[src/rtl/rds_block_sync.sv]
module rds_block_sync #(
  parameter int CW = 3
) (
  input  logic          clk,
  input  logic          sync_rst,
  input  logic          bit_vld,
  input  logic          bit_in,
  input  logic [CW-1:0] bwd_cnt,
  input  logic [CW-1:0] fwd_cnt,
  output logic          blk_vld,
  output logic [15:0]   blk_info,
  output logic [2:0]    blk_ofs,
  output logic          blk_found,
  output logic          locked
);
  localparam int BLK = 26;
  localparam int DEPTH = 1 << CW;
  localparam logic [4:0] LAST = 5'(BLK - 1);
  localparam logic [2:0] OA = 3'd0, OB = 3'd1, OC = 3'd2, OCP = 3'd3, OD = 3'd4, OE = 3'd5;

  logic [BLK-1:0] win, nw;
  logic [4:0]     fill, s_ph, l_ph;
  logic [CW-1:0]  bwd_q, fwd_q, bneed, s_cnt, s_cnt_n, l_miss, wp, rp, fl_n;
  logic [2:0]     s_code, l_code, hcode;
  logic [18:0]    mem [DEPTH];
  logic hit, vt, l_bnd, l_hit, l_drop, lk_stay, s_bnd, s_start, s_ok, s_ev, acq;

  function automatic logic [9:0] synd(input logic [BLK-1:0] w);
    logic [9:0] r;
    r = '0;
    for (int i = BLK - 1; i >= 0; i--) r = {r[8:0], w[i]} ^ (r[9] ? 10'h1B9 : 10'h000);
    return r;
  endfunction

  function automatic logic [2:0] succ(input logic [2:0] p);
    case (p)
      OA:      return OB;
      OB:      return OC;
      OC, OCP: return OD;
      OD:      return OA;
      default: return OE;
    endcase
  endfunction

  function automatic logic acc(input logic [2:0] p, input logic [2:0] c);
    return (c == succ(p)) || (p == OB && c == OCP);
  endfunction

  assign nw = {win[BLK-2:0], bit_in};

  always_comb begin
    hit = 1'b1;
    case (synd(nw))
      10'h0FC: hcode = OA;
      10'h198: hcode = OB;
      10'h168: hcode = OC;
      10'h350: hcode = OCP;
      10'h1B4: hcode = OD;
      10'h000: hcode = OE;
      default: begin hcode = OA; hit = 1'b0; end
    endcase
  end

  assign bneed   = (bwd_q == '0) ? CW'(1) : bwd_q;
  assign vt      = bit_vld && (fill == LAST);
  assign l_bnd   = vt && locked && (l_ph == LAST);
  assign l_hit   = hit && acc(l_code, hcode);
  assign l_drop  = l_bnd && !l_hit && (l_miss >= fwd_q);
  assign lk_stay = locked && !l_drop;
  assign s_bnd   = vt && (s_cnt != '0) && (s_ph == LAST);
  assign s_start = vt && (s_cnt == '0) && hit;
  assign s_ok    = s_bnd && hit && acc(s_code, hcode);
  assign s_ev    = s_start || (s_bnd && hit);
  assign s_cnt_n = s_ok ? ((s_cnt == '1) ? s_cnt : s_cnt + CW'(1)) : (hit ? CW'(1) : '0);
  assign acq     = s_ev && (s_cnt_n >= bneed) && (!lk_stay || (l_miss != '0 && !l_bnd));

  always_ff @(posedge clk)
    if (!sync_rst && s_ev) mem[wp] <= {nw[BLK-1:10], hcode};

  always_ff @(posedge clk) begin
    if (sync_rst) begin
      win <= '0; fill <= '0; bwd_q <= bwd_cnt; fwd_q <= fwd_cnt;
      s_ph <= '0; s_cnt <= '0; s_code <= OA; wp <= '0;
      locked <= 1'b0; l_ph <= '0; l_code <= OA; l_miss <= '0;
      rp <= '0; fl_n <= '0;
      blk_vld <= 1'b0; blk_info <= '0; blk_ofs <= OA; blk_found <= 1'b0;
    end else begin
      blk_vld <= 1'b0;
      if (bit_vld) begin
        win <= nw;
        if (fill != LAST) fill <= fill + 5'd1;
      end
      if (vt) begin
        s_ph <= (s_start || s_bnd) ? 5'd0 : s_ph + 5'd1;
        if (s_start || s_bnd) s_cnt <= s_cnt_n;
        if (s_ev) begin
          s_code <= hcode;
          wp     <= wp + CW'(1);
        end
        if (acq) begin
          locked <= 1'b1; l_ph <= '0; l_code <= hcode; l_miss <= '0;
          fl_n   <= bneed;
          rp     <= wp + CW'(1) - bneed;
        end else if (locked) begin
          l_ph <= l_bnd ? 5'd0 : l_ph + 5'd1;
          if (l_bnd) begin
            if (l_hit) begin
              l_code <= hcode; l_miss <= '0;
              blk_vld <= 1'b1; blk_info <= nw[BLK-1:10]; blk_ofs <= hcode; blk_found <= 1'b1;
            end else if (l_drop) begin
              locked <= 1'b0;
            end else begin
              l_code <= succ(l_code); l_miss <= l_miss + CW'(1);
              blk_vld <= 1'b1; blk_info <= nw[BLK-1:10]; blk_ofs <= succ(l_code); blk_found <= 1'b0;
            end
          end
        end
      end
      if (fl_n != '0) begin
        blk_vld   <= 1'b1;
        {blk_info, blk_ofs} <= mem[rp];
        blk_found <= 1'b1;
        rp   <= rp + CW'(1);
        fl_n <= fl_n - CW'(1);
      end
    end
  end
endmodule


[config.mk]
export PLATFORM = sky130hd
export DESIGN_NAME = rds_block_sync
export DESIGN_NICKNAME = d
export VERILOG_FILES = /design/src/rtl/rds_block_sync.sv
export SDC_FILE = /design/constraint.sdc
export NUM_CORES = 1
export LEC_CHECK = 0
export ABC_AREA = 0
export BUFFER_PORTS_ARGS = -buffer_cell sky130_fd_sc_hd__clkbuf_2
export CELL_PAD_IN_SITES_DETAIL_PLACEMENT = 1
export CELL_PAD_IN_SITES_GLOBAL_PLACEMENT = 2
export CORE_MARGIN = 8
export CORE_UTILIZATION = 40
export CTS_CLUSTER_SIZE = 24
export DETAILED_ROUTE_END_ITERATION = 8
export PLACE_DENSITY = 0.7
export SLEW_MARGIN = 20
export SYNTH_ARGS = -nofsm -noshare
export SYNTH_HDL_FRONTEND = slang
export SYNTH_SLANG_ARGS = --single-unit
[constraint.sdc]
create_clock -name clk -period 8.07 [get_ports clk]
set_clock_uncertainty 0.1 [all_clocks]
set_input_delay 0.4035 -clock clk [delete_from_list [all_inputs] [get_ports clk]]
set_output_delay 0.4035 -clock clk [all_outputs]
set_load 0.005 [all_outputs]
==> run_results.csv <==
group,metric,value,unit
status,status,"finished, final reports clean",
layout,diodes,0,
layout,post_layout_nonfiller_instances,1290,
layout,nNetsFinal,917,
power_and_ir_drop,proportion_of_total_power_due_to_net_switching,0.2768,
placed_design,finalWeightedCongestion,0.8202,
timing,postLayoutSetupSlackWorst,1754,ps
yosys,ys.warnings.count,0,
timing,timing.final.hold_violations,0,
global_routing,met3_usage,0.02707,
cts,cts_buf_count,27,
detailed_routing,ant_nets,0,
layout,postLayoutCellArea,12970,um^2
placed_design,dp_slack,1760,ps
layout,final-seq-area,6467,um^2
global_routing,grt.met1_usage,0.2166,
cts,tritoncts_num_sinks,244,
global_routing,grt-ovfl-total,0,
setup_path,worst-endpoint-arrival,6650,ps
cts,cts-root-buf,"sky130_fd_sc_hd__clkbuf_16",
setup_path,timing_worst_setup_path_type,"reg2reg",
timing,setup_viol_count_final,0,
detailed_routing,drc,0,
detailed_routing,drt_iter0_drc,341,
global_routing,use_met2,0.2989,
floorplan,dieArea,34370,um^2
floorplan,io_pins,32,
placed_design,post-dp-hpwl,18.87,mm
yosys,synth.yosys.seq_area_share,0.5635,
floorplan,coreArea,28470,um^2
layout,area_growth_syn_to_layout,13.03,%
detailed_routing,dr_total_vias,6997,
placed_design,detailed_place.area,12070,um^2
power_and_ir_drop,combPwrFrac,0.187,
floorplan,chipWidth,185.4,um
cts,cts_buffer_depth,3,
yosys,synth_cell_types,74,
detailed_routing,drt-vias-per-instance,5.424,
yosys,dominantRegCellSynth,"sky130_fd_sc_hd__edfxtp_1",
timing,slew_headroom,0.2987,
floorplan,start_util,0.4031,
power_and_ir_drop,seq_power_share,0.446,
timing,period_needed,6316,ps
placed_design,place.port_buffers,31,
timing,max_freq,0.1583,GHz
setup_path,ff2ff_setup_slack,1750,ps
min_path,worstHoldPathType,"in2reg",
timing,tightest_pin_transition,1052,ps
timing,finalMaxSlewViolations,0,
detailed_routing,wl,28.65,mm
timing,timing.final.crit_share,0.7826,
yosys,post_synthesis_register_bit_count,244,
placed_design,placed_instances,1234,
cts,worst_skew_pair.late_latency,550,ps
yosys,syn_nets,879,
detailed_routing,firstDrtPassIters,4,
cts,cts_tree,"done",
global_routing,grt_pass1_vias,7530,
floorplan,die_h,185.4,um
cts,htreeDepth,1,
yosys,ys_async_sr_fraction,0,
yosys,synth_enable_flop_cells,158,
power_and_ir_drop,power_switching,0.8859,mW
yosys,postSynthAreaPerCell,13.55,um^2
power_and_ir_drop,fin_total_pwr,3.200,mW
power_and_ir_drop,power_density,246.7,nW/um^2
setup_path,crit_path_max_fo,17,
layout,post_route_cells_drive_above_1_share,0.1722,
layout,final_common_cell,"sky130_fd_sc_hd__edfxtp_1",
timing,fin_tns_setup,0,ps
power_and_ir_drop,clock_power_share,0.367,
global_routing,grt_peak_use_layer,"met2",
global_routing,gr-usage-all-layers,0.1703,
yosys,combined_area_of_all_synthesized_cells,11480,um^2
power_and_ir_drop,cellLeakagePower,4.780,nW
flow_run,max-cap-violations,0,
global_routing,grt_pass1_wl,44.75,mm
power_and_ir_drop,worst_ir_drop_vdd,0.0001886,V
global_routing,grt_start_max_net_pins,45,
setup_path,critical_path.startpoint_type,"register",
timing,rsz0062_at_grt,"no",
layout,layout_common_cells,"158 x sky130_fd_sc_hd__edfxtp_1, 85 x sky130_fd_sc_hd__dfxtp_1, 67 x sky130_fd_sc_hd__nor2_1",
cts,clkSlewWorstSetupHoldPaths,60,ps
power_and_ir_drop,p_int,2.314,mW
yosys,syn-instance-count,847,
setup_path,critical_path_required,8400,ps
global_routing,antenna_found_initial,0,
setup_path,crit_end_element,"register",
layout,multi_input_area,4727,um^2
cts,cts.repair_timing.setup_buffer_count,0,
detailed_routing,avgRoutedWirePerCell,22.21,um
floorplan,rows,62,
layout,final.fill_count,2878,
-- flip-flops by register name (all words and copies together), names as in the netlist, 5 cells and up, named ones only --
register / flops
blk_info: 16
fill: 5
l_ph: 5
mem: 152
s_ph: 5
win: 25
-- power groups by stage --
stage          registers [mW]  logic (mW)  clock network, mW
4_1_cts                  1.43       0.615               1.21
3_5_place_dp             1.45       0.606                  0
5_1_grt                  1.43       0.665               1.26
2_1_floorplan            1.44       0.419                  0
6_report                 1.43       0.598               1.17
3_3_place_gp             1.45       0.595                  0
-- cells by family (layout without fill, tap and decap cells) --
kind of cell / count (synthesis) / in the layout / share of synthesized area
DFF: 244 / 244 / 0.5635
and+or+nand+nor: 208 / 208 / 0.09028
AOI/OAI and AO/OA: 123 / 123 / 0.07959
muxes: 95 / 95 / 0.1246
xor gates and xnor gates: 84 / 84 / 0.08995
buffers and inverters: 71 / 130 / 0.02747
adders and majority gates: 22 / 22 / 0.02464
-- through the flow --
step	hold slack [ps]	utilization
floorplan	355.6	-
global placement	379.3	0.4238
detailed placement	382.9	0.4238
CTS	107.0	0.4556
global route	129.8	0.4556
finish	132.2	0.4556
-- routing by layer --
| layer | up-vias | share of wire | wire [um] |
|---|---|---|---|
| met5 | - | 0 | 0 |
| met2 | 122 | 0.50 | 14290 |
| met3 | 45 | 0.042 | 1209 |
| met4 | 0 | 0.020 | 560 |
| li1 | 3247 | - | - |
| met1 | 3583 | 0.44 | 12590 |
-- worst paths after layout --
| path | from | endpoint | depth (start not counted) |
|---|---|---|---|
| max | win[17] | register | 21 |
| min | bit_in | win[0] | 3 |
| max reg2reg | win[17] | register | 21 |
| min reg2reg | s_code[1] | s_code[1] | 2 |
-- critical path, cell delays in order, from the launching register on --
cell,delay (ps)
sky130_fd_sc_hd__dfxtp_1,700
sky130_fd_sc_hd__xnor3_1,580
sky130_fd_sc_hd__xor2_2,400
sky130_fd_sc_hd__xnor2_4,180
sky130_fd_sc_hd__xnor3_2,440
sky130_fd_sc_hd__mux2i_1,300
sky130_fd_sc_hd__a2111oi_4,90
sky130_fd_sc_hd__a41oi_2,370
sky130_fd_sc_hd__inv_1,270
sky130_fd_sc_hd__a2111oi_0,370
sky130_fd_sc_hd__o21ai_1,150
sky130_fd_sc_hd__nand2_1,190
sky130_fd_sc_hd__nand3_1,110
sky130_fd_sc_hd__o21ba_1,250
sky130_fd_sc_hd__ha_1,130
sky130_fd_sc_hd__a21o_1,100
sky130_fd_sc_hd__a21o_1,140
sky130_fd_sc_hd__and4_1,520
sky130_fd_sc_hd__nand2_1,180
sky130_fd_sc_hd__a221oi_1,290
sky130_fd_sc_hd__nor2_1,80
sky130_fd_sc_hd__a31o_1,220
-- synthesized netlist by cell type, types with 24 or more instances --
library cell | n | area, um^2
sky130_fd_sc_hd__a211oi_1 | 39 | 292.8
sky130_fd_sc_hd__a21oi_1 | 29 | 145.1
sky130_fd_sc_hd__clkbuf_1 | 28 | 105.1
sky130_fd_sc_hd__dfxtp_1 | 86 | 1722
sky130_fd_sc_hd__edfxtp_1 | 158 | 4745
sky130_fd_sc_hd__inv_1 | 24 | 90.09
sky130_fd_sc_hd__mux2i_1 | 54 | 540.5
sky130_fd_sc_hd__mux4_2 | 38 | 855.8
sky130_fd_sc_hd__nand2_1 | 38 | 142.6
sky130_fd_sc_hd__nor2_1 | 68 | 255.2
sky130_fd_sc_hd__nor2b_1 | 24 | 150.1
sky130_fd_sc_hd__xnor2_1 | 34 | 297.8
sky130_fd_sc_hd__xor2_1 | 29 | 254.0
-- repair_timing --
action,in CTS,in global routing
gates resized for setup,0,0
hold buffers,6,0
hold endpoints to repair,6,0
-- cell type report --
cell class / instances / share of cell area
Sequential cell: 244 / 0.4986
Tap cell: 384 / 0.03704
Inverter: 24 / 0.006945
Multi-Input combinational cell: 532 / 0.3644
Timing Repair Buffer: 56 / 0.02778
Clock buffer: 33 / 0.05537
Clock inverter: 17 / 0.009839
(Power assumes the default switching activity.)
